**config.mk**
```make
export PLATFORM = sky130hd
export DESIGN_NAME = mmove_seq
export DESIGN_NICKNAME = d
export VERILOG_FILES = /design/src/rtl/mmove_pkg.sv /design/src/rtl/mmove_ctrl.sv /design/src/rtl/mmove_dp.sv /design/src/rtl/mmove_seq.sv
export SDC_FILE = /design/constraint.sdc
export NUM_CORES = 1
export LEC_CHECK = 0
export BUFFER_PORTS_ARGS = -buffer_cell sky130_fd_sc_hd__buf_4
export CAP_MARGIN = 20
export CORE_ASPECT_RATIO = 0.6
export CORE_UTILIZATION = 30
export CTS_BUF_LIST = sky130_fd_sc_hd__clkbuf_8
export DETAILED_ROUTE_END_ITERATION = 10
export REMOVE_ABC_BUFFERS = 1
export SLEW_MARGIN = 40
export SYNTH_ARGS = -nofsm -noshare
export SYNTH_HDL_FRONTEND = slang
export SYNTH_HIERARCHICAL = 1
export SYNTH_SLANG_ARGS = --single-unit
export TNS_END_PERCENT = 30
```
**constraint.sdc**
```tcl
create_clock -name clk -period 2.95 [get_ports clk]
set_input_delay 0.1475 -clock clk [delete_from_list [all_inputs] [get_ports clk]]
set_output_delay 0.1475 -clock clk [all_outputs]
set_load 0.1 [all_outputs]
```
**src/rtl/mmove_pkg.sv**
```systemverilog
package mmove_pkg;
  typedef enum logic [1:0] {
    MODE_CTRL = 2'd0,
    MODE_POST = 2'd1,
    MODE_PRE  = 2'd2,
    MODE_BAD  = 2'd3
  } amode_t;

  typedef enum logic [2:0] {
    ST_IDLE, ST_SCAN, ST_MEM, ST_WB, ST_FIN
  } state_t;

  // strobes from control to datapath
  typedef struct packed {
    logic load;    // capture configuration
    logic skip;    // drop a clear mask bit
    logic preStep; // subtract step before access
    logic retire;  // access acknowledged: advance
    logic wbSel;   // register port carries write-back
  } strobe_t;
endpackage

```
**src/rtl/mmove_ctrl.sv**
```systemverilog
module mmove_ctrl
  import mmove_pkg::*;
(
  input  logic    clk,
  input  logic    rstN,
  input  logic    start,
  input  logic    legal,
  input  logic    maskEmpty,
  input  logic    curBit,
  input  logic    isPre,
  input  logic    needWb,
  input  logic    toMemQ,
  input  logic    memAck,
  output strobe_t stb,
  output logic    memReq,
  output logic    rfWe,
  output logic    busy,
  output logic    done
);
  state_t state, nextState;

  always_ff @(posedge clk) begin
    if (!rstN) state <= ST_IDLE;
    else       state <= nextState;
  end

  always_comb begin
    nextState = state;
    stb       = '0;
    memReq    = 1'b0;
    rfWe      = 1'b0;
    done      = 1'b0;
    unique case (state)
      ST_IDLE: if (start && legal) begin
        stb.load  = 1'b1;
        nextState = ST_SCAN;
      end
      ST_SCAN: begin
        if (maskEmpty) begin
          nextState = needWb ? ST_WB : ST_FIN;
        end else if (curBit) begin
          stb.preStep = isPre;
          nextState   = ST_MEM;
        end else begin
          stb.skip = 1'b1;
        end
      end
      ST_MEM: begin
        memReq = 1'b1;
        if (memAck) begin
          stb.retire = 1'b1;
          rfWe       = !toMemQ;
          nextState  = ST_SCAN;
        end
      end
      ST_WB: begin
        stb.wbSel = 1'b1;
        rfWe      = 1'b1;
        nextState = ST_FIN;
      end
      ST_FIN: begin
        done      = 1'b1;
        nextState = ST_IDLE;
      end
      default: nextState = ST_IDLE;
    endcase
  end

  assign busy = (state != ST_IDLE);
endmodule

```
**src/rtl/mmove_dp.sv**
```systemverilog
module mmove_dp
  import mmove_pkg::*;
#(
  parameter int NREG = 16,
  parameter int AW   = 24,
  parameter int DW   = 32,
  localparam int RIW = $clog2(NREG),
  localparam int CW  = $clog2(12 + NREG * 8 + 1)
) (
  input  logic            clk,
  input  logic            rstN,
  input  strobe_t         stb,
  input  logic [NREG-1:0] mask,
  input  logic            toMem,
  input  logic            isLong,
  input  logic [1:0]      mode,
  input  logic [RIW-2:0]  baseReg,
  input  logic [AW-1:0]   baseAddr,
  input  logic [DW-1:0]   memRdata,
  input  logic [DW-1:0]   rfRdata,
  output logic            legal,
  output logic            maskEmpty,
  output logic            curBit,
  output logic            isPre,
  output logic            needWb,
  output logic            toMemQ,
  output logic [AW-1:0]   memAddr,
  output logic [DW-1:0]   memWdata,
  output logic [RIW-1:0]  rfIdx,
  output logic [DW-1:0]   rfWdata,
  output logic [CW-1:0]   cost
);
  logic [NREG-1:0] maskQ;
  logic [RIW-1:0]  posQ;
  logic [AW-1:0]   addrQ;
  logic [CW-1:0]   costQ;
  logic            longQ;
  logic [1:0]      modeQ;
  logic [RIW-2:0]  baseQ;
  logic [AW-1:0]   step;
  logic [RIW-1:0]  regIdx;

  assign legal = (mode != MODE_BAD) && !(mode == MODE_PRE && !toMem)
                 && !(mode == MODE_POST && toMem);

  always_ff @(posedge clk) begin
    if (!rstN) begin
      maskQ  <= '0;
      posQ   <= '0;
      addrQ  <= '0;
      costQ  <= '0;
      longQ  <= 1'b0;
      modeQ  <= MODE_CTRL;
      baseQ  <= '0;
      toMemQ <= 1'b0;
    end else if (stb.load) begin
      maskQ  <= mask;
      posQ   <= '0;
      addrQ  <= baseAddr;
      costQ  <= toMem ? CW'(8) : CW'(12);
      longQ  <= isLong;
      modeQ  <= mode;
      baseQ  <= baseReg;
      toMemQ <= toMem;
    end else begin
      if (stb.preStep) addrQ <= addrQ - step;
      if (stb.skip || stb.retire) begin
        maskQ <= maskQ >> 1;
        posQ  <= posQ + 1'b1;
      end
      if (stb.retire) begin
        costQ <= costQ + (longQ ? CW'(8) : CW'(4));
        if (!isPre) addrQ <= addrQ + step;
      end
    end
  end

  assign step      = longQ ? AW'(4) : AW'(2);
  assign isPre     = (modeQ == MODE_PRE);
  assign needWb    = (modeQ != MODE_CTRL);
  assign maskEmpty = (maskQ == '0);
  assign curBit    = maskQ[0];
  assign regIdx    = isPre ? RIW'(NREG - 1) - posQ : posQ;
  assign rfIdx     = stb.wbSel ? {1'b1, baseQ} : regIdx;
  assign memAddr   = addrQ;
  assign memWdata  = longQ ? rfRdata : {{(DW-16){1'b0}}, rfRdata[15:0]};
  assign cost      = costQ;

  always_comb begin
    if (stb.wbSel)  rfWdata = {{(DW-AW){1'b0}}, addrQ};
    else if (longQ) rfWdata = memRdata;
    else            rfWdata = {{(DW-16){memRdata[15]}}, memRdata[15:0]};
  end
endmodule

```
**src/rtl/mmove_seq.sv**
```systemverilog
module mmove_seq
  import mmove_pkg::*;
#(
  parameter int NREG = 16,
  parameter int AW   = 24,
  parameter int DW   = 32,
  localparam int RIW = $clog2(NREG),
  localparam int CW  = $clog2(12 + NREG * 8 + 1)
) (
  input  logic            clk,
  input  logic            rstN,
  input  logic            start,
  input  logic [NREG-1:0] mask,
  input  logic            toMem,
  input  logic            isLong,
  input  logic [1:0]      mode,
  input  logic [RIW-2:0]  baseReg,
  input  logic [AW-1:0]   baseAddr,
  output logic            memReq,
  output logic            memWe,
  output logic [AW-1:0]   memAddr,
  output logic [DW-1:0]   memWdata,
  input  logic [DW-1:0]   memRdata,
  input  logic            memAck,
  output logic [RIW-1:0]  rfIdx,
  input  logic [DW-1:0]   rfRdata,
  output logic            rfWe,
  output logic [DW-1:0]   rfWdata,
  output logic            busy,
  output logic            done,
  output logic [CW-1:0]   cost
);
  strobe_t stb;
  logic legal, maskEmpty, curBit, isPre, needWb, toMemQ;

  mmove_ctrl u_ctrl (
    .clk(clk), .rstN(rstN), .start(start), .legal(legal),
    .maskEmpty(maskEmpty), .curBit(curBit), .isPre(isPre),
    .needWb(needWb), .toMemQ(toMemQ), .memAck(memAck), .stb(stb),
    .memReq(memReq), .rfWe(rfWe), .busy(busy), .done(done)
  );

  mmove_dp #(.NREG(NREG), .AW(AW), .DW(DW)) u_dp (
    .clk(clk), .rstN(rstN), .stb(stb), .mask(mask), .toMem(toMem),
    .isLong(isLong), .mode(mode), .baseReg(baseReg), .baseAddr(baseAddr),
    .memRdata(memRdata), .rfRdata(rfRdata), .legal(legal),
    .maskEmpty(maskEmpty), .curBit(curBit), .isPre(isPre), .needWb(needWb),
    .toMemQ(toMemQ), .memAddr(memAddr), .memWdata(memWdata), .rfIdx(rfIdx),
    .rfWdata(rfWdata), .cost(cost)
  );

  assign memWe = memReq && toMemQ;
endmodule

```
==> results.json <==
{
  "status": "finished clean",
  "die_w_um": 157,
  "crit_type": "flip-flop to flip-flop",
  "r2r_start": "u_dp/maskQ[0]$_SDFFE_PN0P_",
  "fin_nets": 837,
  "critical_path_required_ps": 3180,
  "post_cts_buffers": 0,
  "floorplan.initialDensity": 0.312,
  "num_rows": 33,
  "die_h_um": 95.1,
  "crit_buf_inv": 1,
  "grt_pass1_vias": 4028,
  "max_slew_margin": 0.488,
  "worst_setup_path_start_kind": "flip-flop",
  "yosysUniqueCellTypes": 62,
  "wl_per_cell_um": 16.2,
  "antenna_left": 0,
  "routed_wl_mm": 14.7,
  "cts_resized": 0,
  "grt_pass1_wl_mm": 21.7,
  "period_share": 0.923,
  "finClkSkew_ps": 9.89,
  "yosysSeqAreaShare": 0.277,
  "clockRootBuffer": "clkbuf_8",
  "grt_setup_unrepaired": "no",
  "grt.total_usage": 0.191,
  "ios": 220,
  "min_to": "u_dp/memAddr[4]$_SDFF_PN0_",
  "min_period_ps": 2720,
  "crit_family": "simple AND/OR/NAND/NOR gates",
  "antenna_found_initial": 0,
  "gp_congestion": 0.954,
  "route.detailed.drc": 0,
  "dieArea_mm2": 0.0150,
  "area_growth_pct": 41.7,
  "slowest_stage": "o32ai_1",
  "netlist_instances": 542,
  "powerDensity_mw_per_mm2": 510,
  "ys_warn_count": 6,
  "fin_util": 0.443,
  "p_leak_nw": 2.62,
  "rrSetupSlack_ps": 230,
  "cts.path.max_buffers": 2,
  "syn_avg_cell_area_um2": 8.00,
  "cts_tree": "built",
  "r2r-end": "u_dp/memAddr[12]$_SDFF_PN0_",
  "crit_chain": "nor4_1, and4_1, nor4b_2, and3_2, nor2b_1, o211ai_1, buf_4, o32ai_1, xnor2_1, o21ai_0",
  "reg2reg_depth": 10,
  "netlist_area_mm2": 0.00434,
  "vias": 4564,
  "netlist_top_cells_count": "dfxtp_1, nand2_1, o21ai_0, and2_1, nor2_1",
  "synth.most_common_cell": "dfxtp_1",
  "cts-buffers-inserted": 9,
  "drive_above_1_share": 0.357,
  "setup_viol": 0,
  "dr.pass1.iters": 4,
  "worstSetupEndpointType": "flip-flop",
  "peakVddDrop_uv": 246,
  "htreeDepth": 3,
  "netlist.area_leader.share": 0.277,
  "async_reset_ff_frac": 0,
  "hp-start": "baseAddr[4]",
  "place_area_mm2": 0.00581,
  "core_area_mm2": 0.0139,
  "design_area_mm2": 0.00614,
  "synthFlopType": "dfxtp_1",
  "holdPathStages": 3,
  "cts_sinks": 60,
  "critical_path_arrival_ps": 2950,
  "critPathMaxStageDelay_ps": 480,
  "tightest_slew_ps": 761,
  "slew_viol_final": 0,
  "hpwlAfterDp_mm": 11.4,
  "synth_largest_area_cell": "dfxtp_1",
  "synth_edf_count": 0,
  "drt_iter0_drc": 176,
  "cp_max_fo": 7,
  "hold_path.class": "primary input to flip-flop",
  "max_freq_mhz": 367,
  "yosys-top-cells-area": "dfxtp_1, o21ai_0, mux2i_1",
  "path_clk_slew_ps": 70,
  "num_antenna_cells": 0,
  "holdBufCountCts": 14,
  "hold_viol": 0,
  "grt_max_degree": 46,
  "synth_seq_cells": 60,
  "gr-total-overflow": 0,
  "numPortBuffers": 185,
  "vias_per_cell": 5.02,
  "clk_latency_ps": 360,
  "max_cap_violations": 0
}
## area by class of cell
type,count,area [um2]
well taps,192,240
clock buffers,11,151
inverters,12,45.0
flip-flops and latches,60,1200
fillers,1412,7730
clock inverters,5,36.3
repair buffers,216,1670
multi-input cells,413,2800
## worst min-delay path: cells and delay by family
family                 cells  cell delay [ps]
AOI/OAI and AO/OA          1               60
and+or+nand+nor            1               40
buffers and inverters      1              100
## per-stage QoR
stage / power, mW / setup slack, ps / hold slack [ps] / setup TNS, ps / std cells
final: 3.14 / 228 / 23.0 / 0 / 909
after global routing: 3.28 / 111 / 16.8 / 0 / 909
after CTS: 3.16 / 295 / 4.48 / 0 / 909
after detailed placement: 2.43 / 311 / 297 / 0 / 879
after global placement: 2.42 / 318 / 297 / 0 / 879
after floorplan: 2.02 / -1330 / 256 / -59350 / 485
## how the worst max path moves through the flow
stage | slack, ps | to | cells after the start | from
floorplan | -1330 | u_dp/memAddr[13]$_SDFF_PN0_ | 6 | u_ctrl/state[1]$_SDFFE_PN0P_
global placement | 320 | u_dp/memAddr[12]$_SDFF_PN0_ | 10 | u_dp/maskQ[0]$_SDFFE_PN0P_
detailed placement | 310 | u_dp/memAddr[19]$_SDFF_PN0_ | 9 | u_dp/maskQ[0]$_SDFFE_PN0P_
CTS | 300 | u_dp/memAddr[19]$_SDFF_PN0_ | 9 | u_dp/maskQ[0]$_SDFFE_PN0P_
global route | 110 | u_dp/memAddr[19]$_SDFF_PN0_ | 10 | u_dp/longQ$_SDFFE_PN0P_
finish | 230 | u_dp/memAddr[12]$_SDFF_PN0_ | 10 | u_dp/maskQ[0]$_SDFFE_PN0P_
## placed cells by master, fill, tap and decap left out, types with 3 or more instances in the layout
master	Yosys	layout
a2111oi_4	3	3
a21boi_0	3	3
a21oi_1	24	24
a221o_1	3	3
a22oi_1	3	3
a32o_1	3	3
a32oi_1	5	5
and2_1	38	38
and3_1	3	3
and4_1	4	4
buf_4	19	201
clkbuf_8	0	11
clkinvlp_4	0	3
dfxtp_1	60	60
dlygate4sd3_1	0	14
fa_1	3	3
ha_1	7	7
inv_1	12	12
mux2_2	16	16
mux2i_1	24	24
nand2_1	58	58
nand2b_1	10	10
nand3_1	9	9
nand4_1	4	4
nor2_1	35	32
nor2b_1	14	14
nor3_1	5	5
nor3b_1	3	3
nor4_1	11	11
o2111a_1	4	4
o2111ai_1	3	3
o21ai_0	52	52
or2_2	4	4
or3_1	6	6
or4_1	4	4
xnor2_1	10	10
xor2_1	13	13
## layer usage
metal	track usage	wire length (um)	up-vias
met4	0.0437	104	0
met2	0.284	6170	188
met5	0	0	-
met3	0.0473	1090	9
met1	0.275	7330	2128
li1	-	-	2239
## logic make-up after synthesis
group	share of synthesized area
xor gates and xnor gates	0.0465
DFF	0.277
other	0.000865
adders and majority gates	0.0341
AOI/OAI and AO/OA	0.192
and+or+nand+nor	0.270
muxes	0.0970
buffers and inverters	0.0822
## state kept, by name (all words and copies together) (netlist names)
| register | flops |
|---|---|
| u_ctrl/state | 3 |
| u_dp/baseQ | 3 |
| u_dp/cost | 6 |
| u_dp/longQ | 1 |
| u_dp/maskQ | 16 |
| u_dp/memAddr | 24 |
| u_dp/modeQ | 2 |
| u_dp/posQ | 4 |
| u_dp/toMemQ | 1 |
## power breakdown
| part | switching [mW] | total [mW] | internal, mW | leakage, nW |
|---|---|---|---|---|
| Combinational | 1.03 | 1.46 | 0.430 | 2.04 |
| Clock | 0.356 | 0.706 | 0.350 | 0.0876 |
| Sequential | 0.0956 | 0.969 | 0.874 | 0.489 |
| Total | 1.48 | 3.14 | 1.65 | 2.62 |
Power figures use the tool's default switching activity.
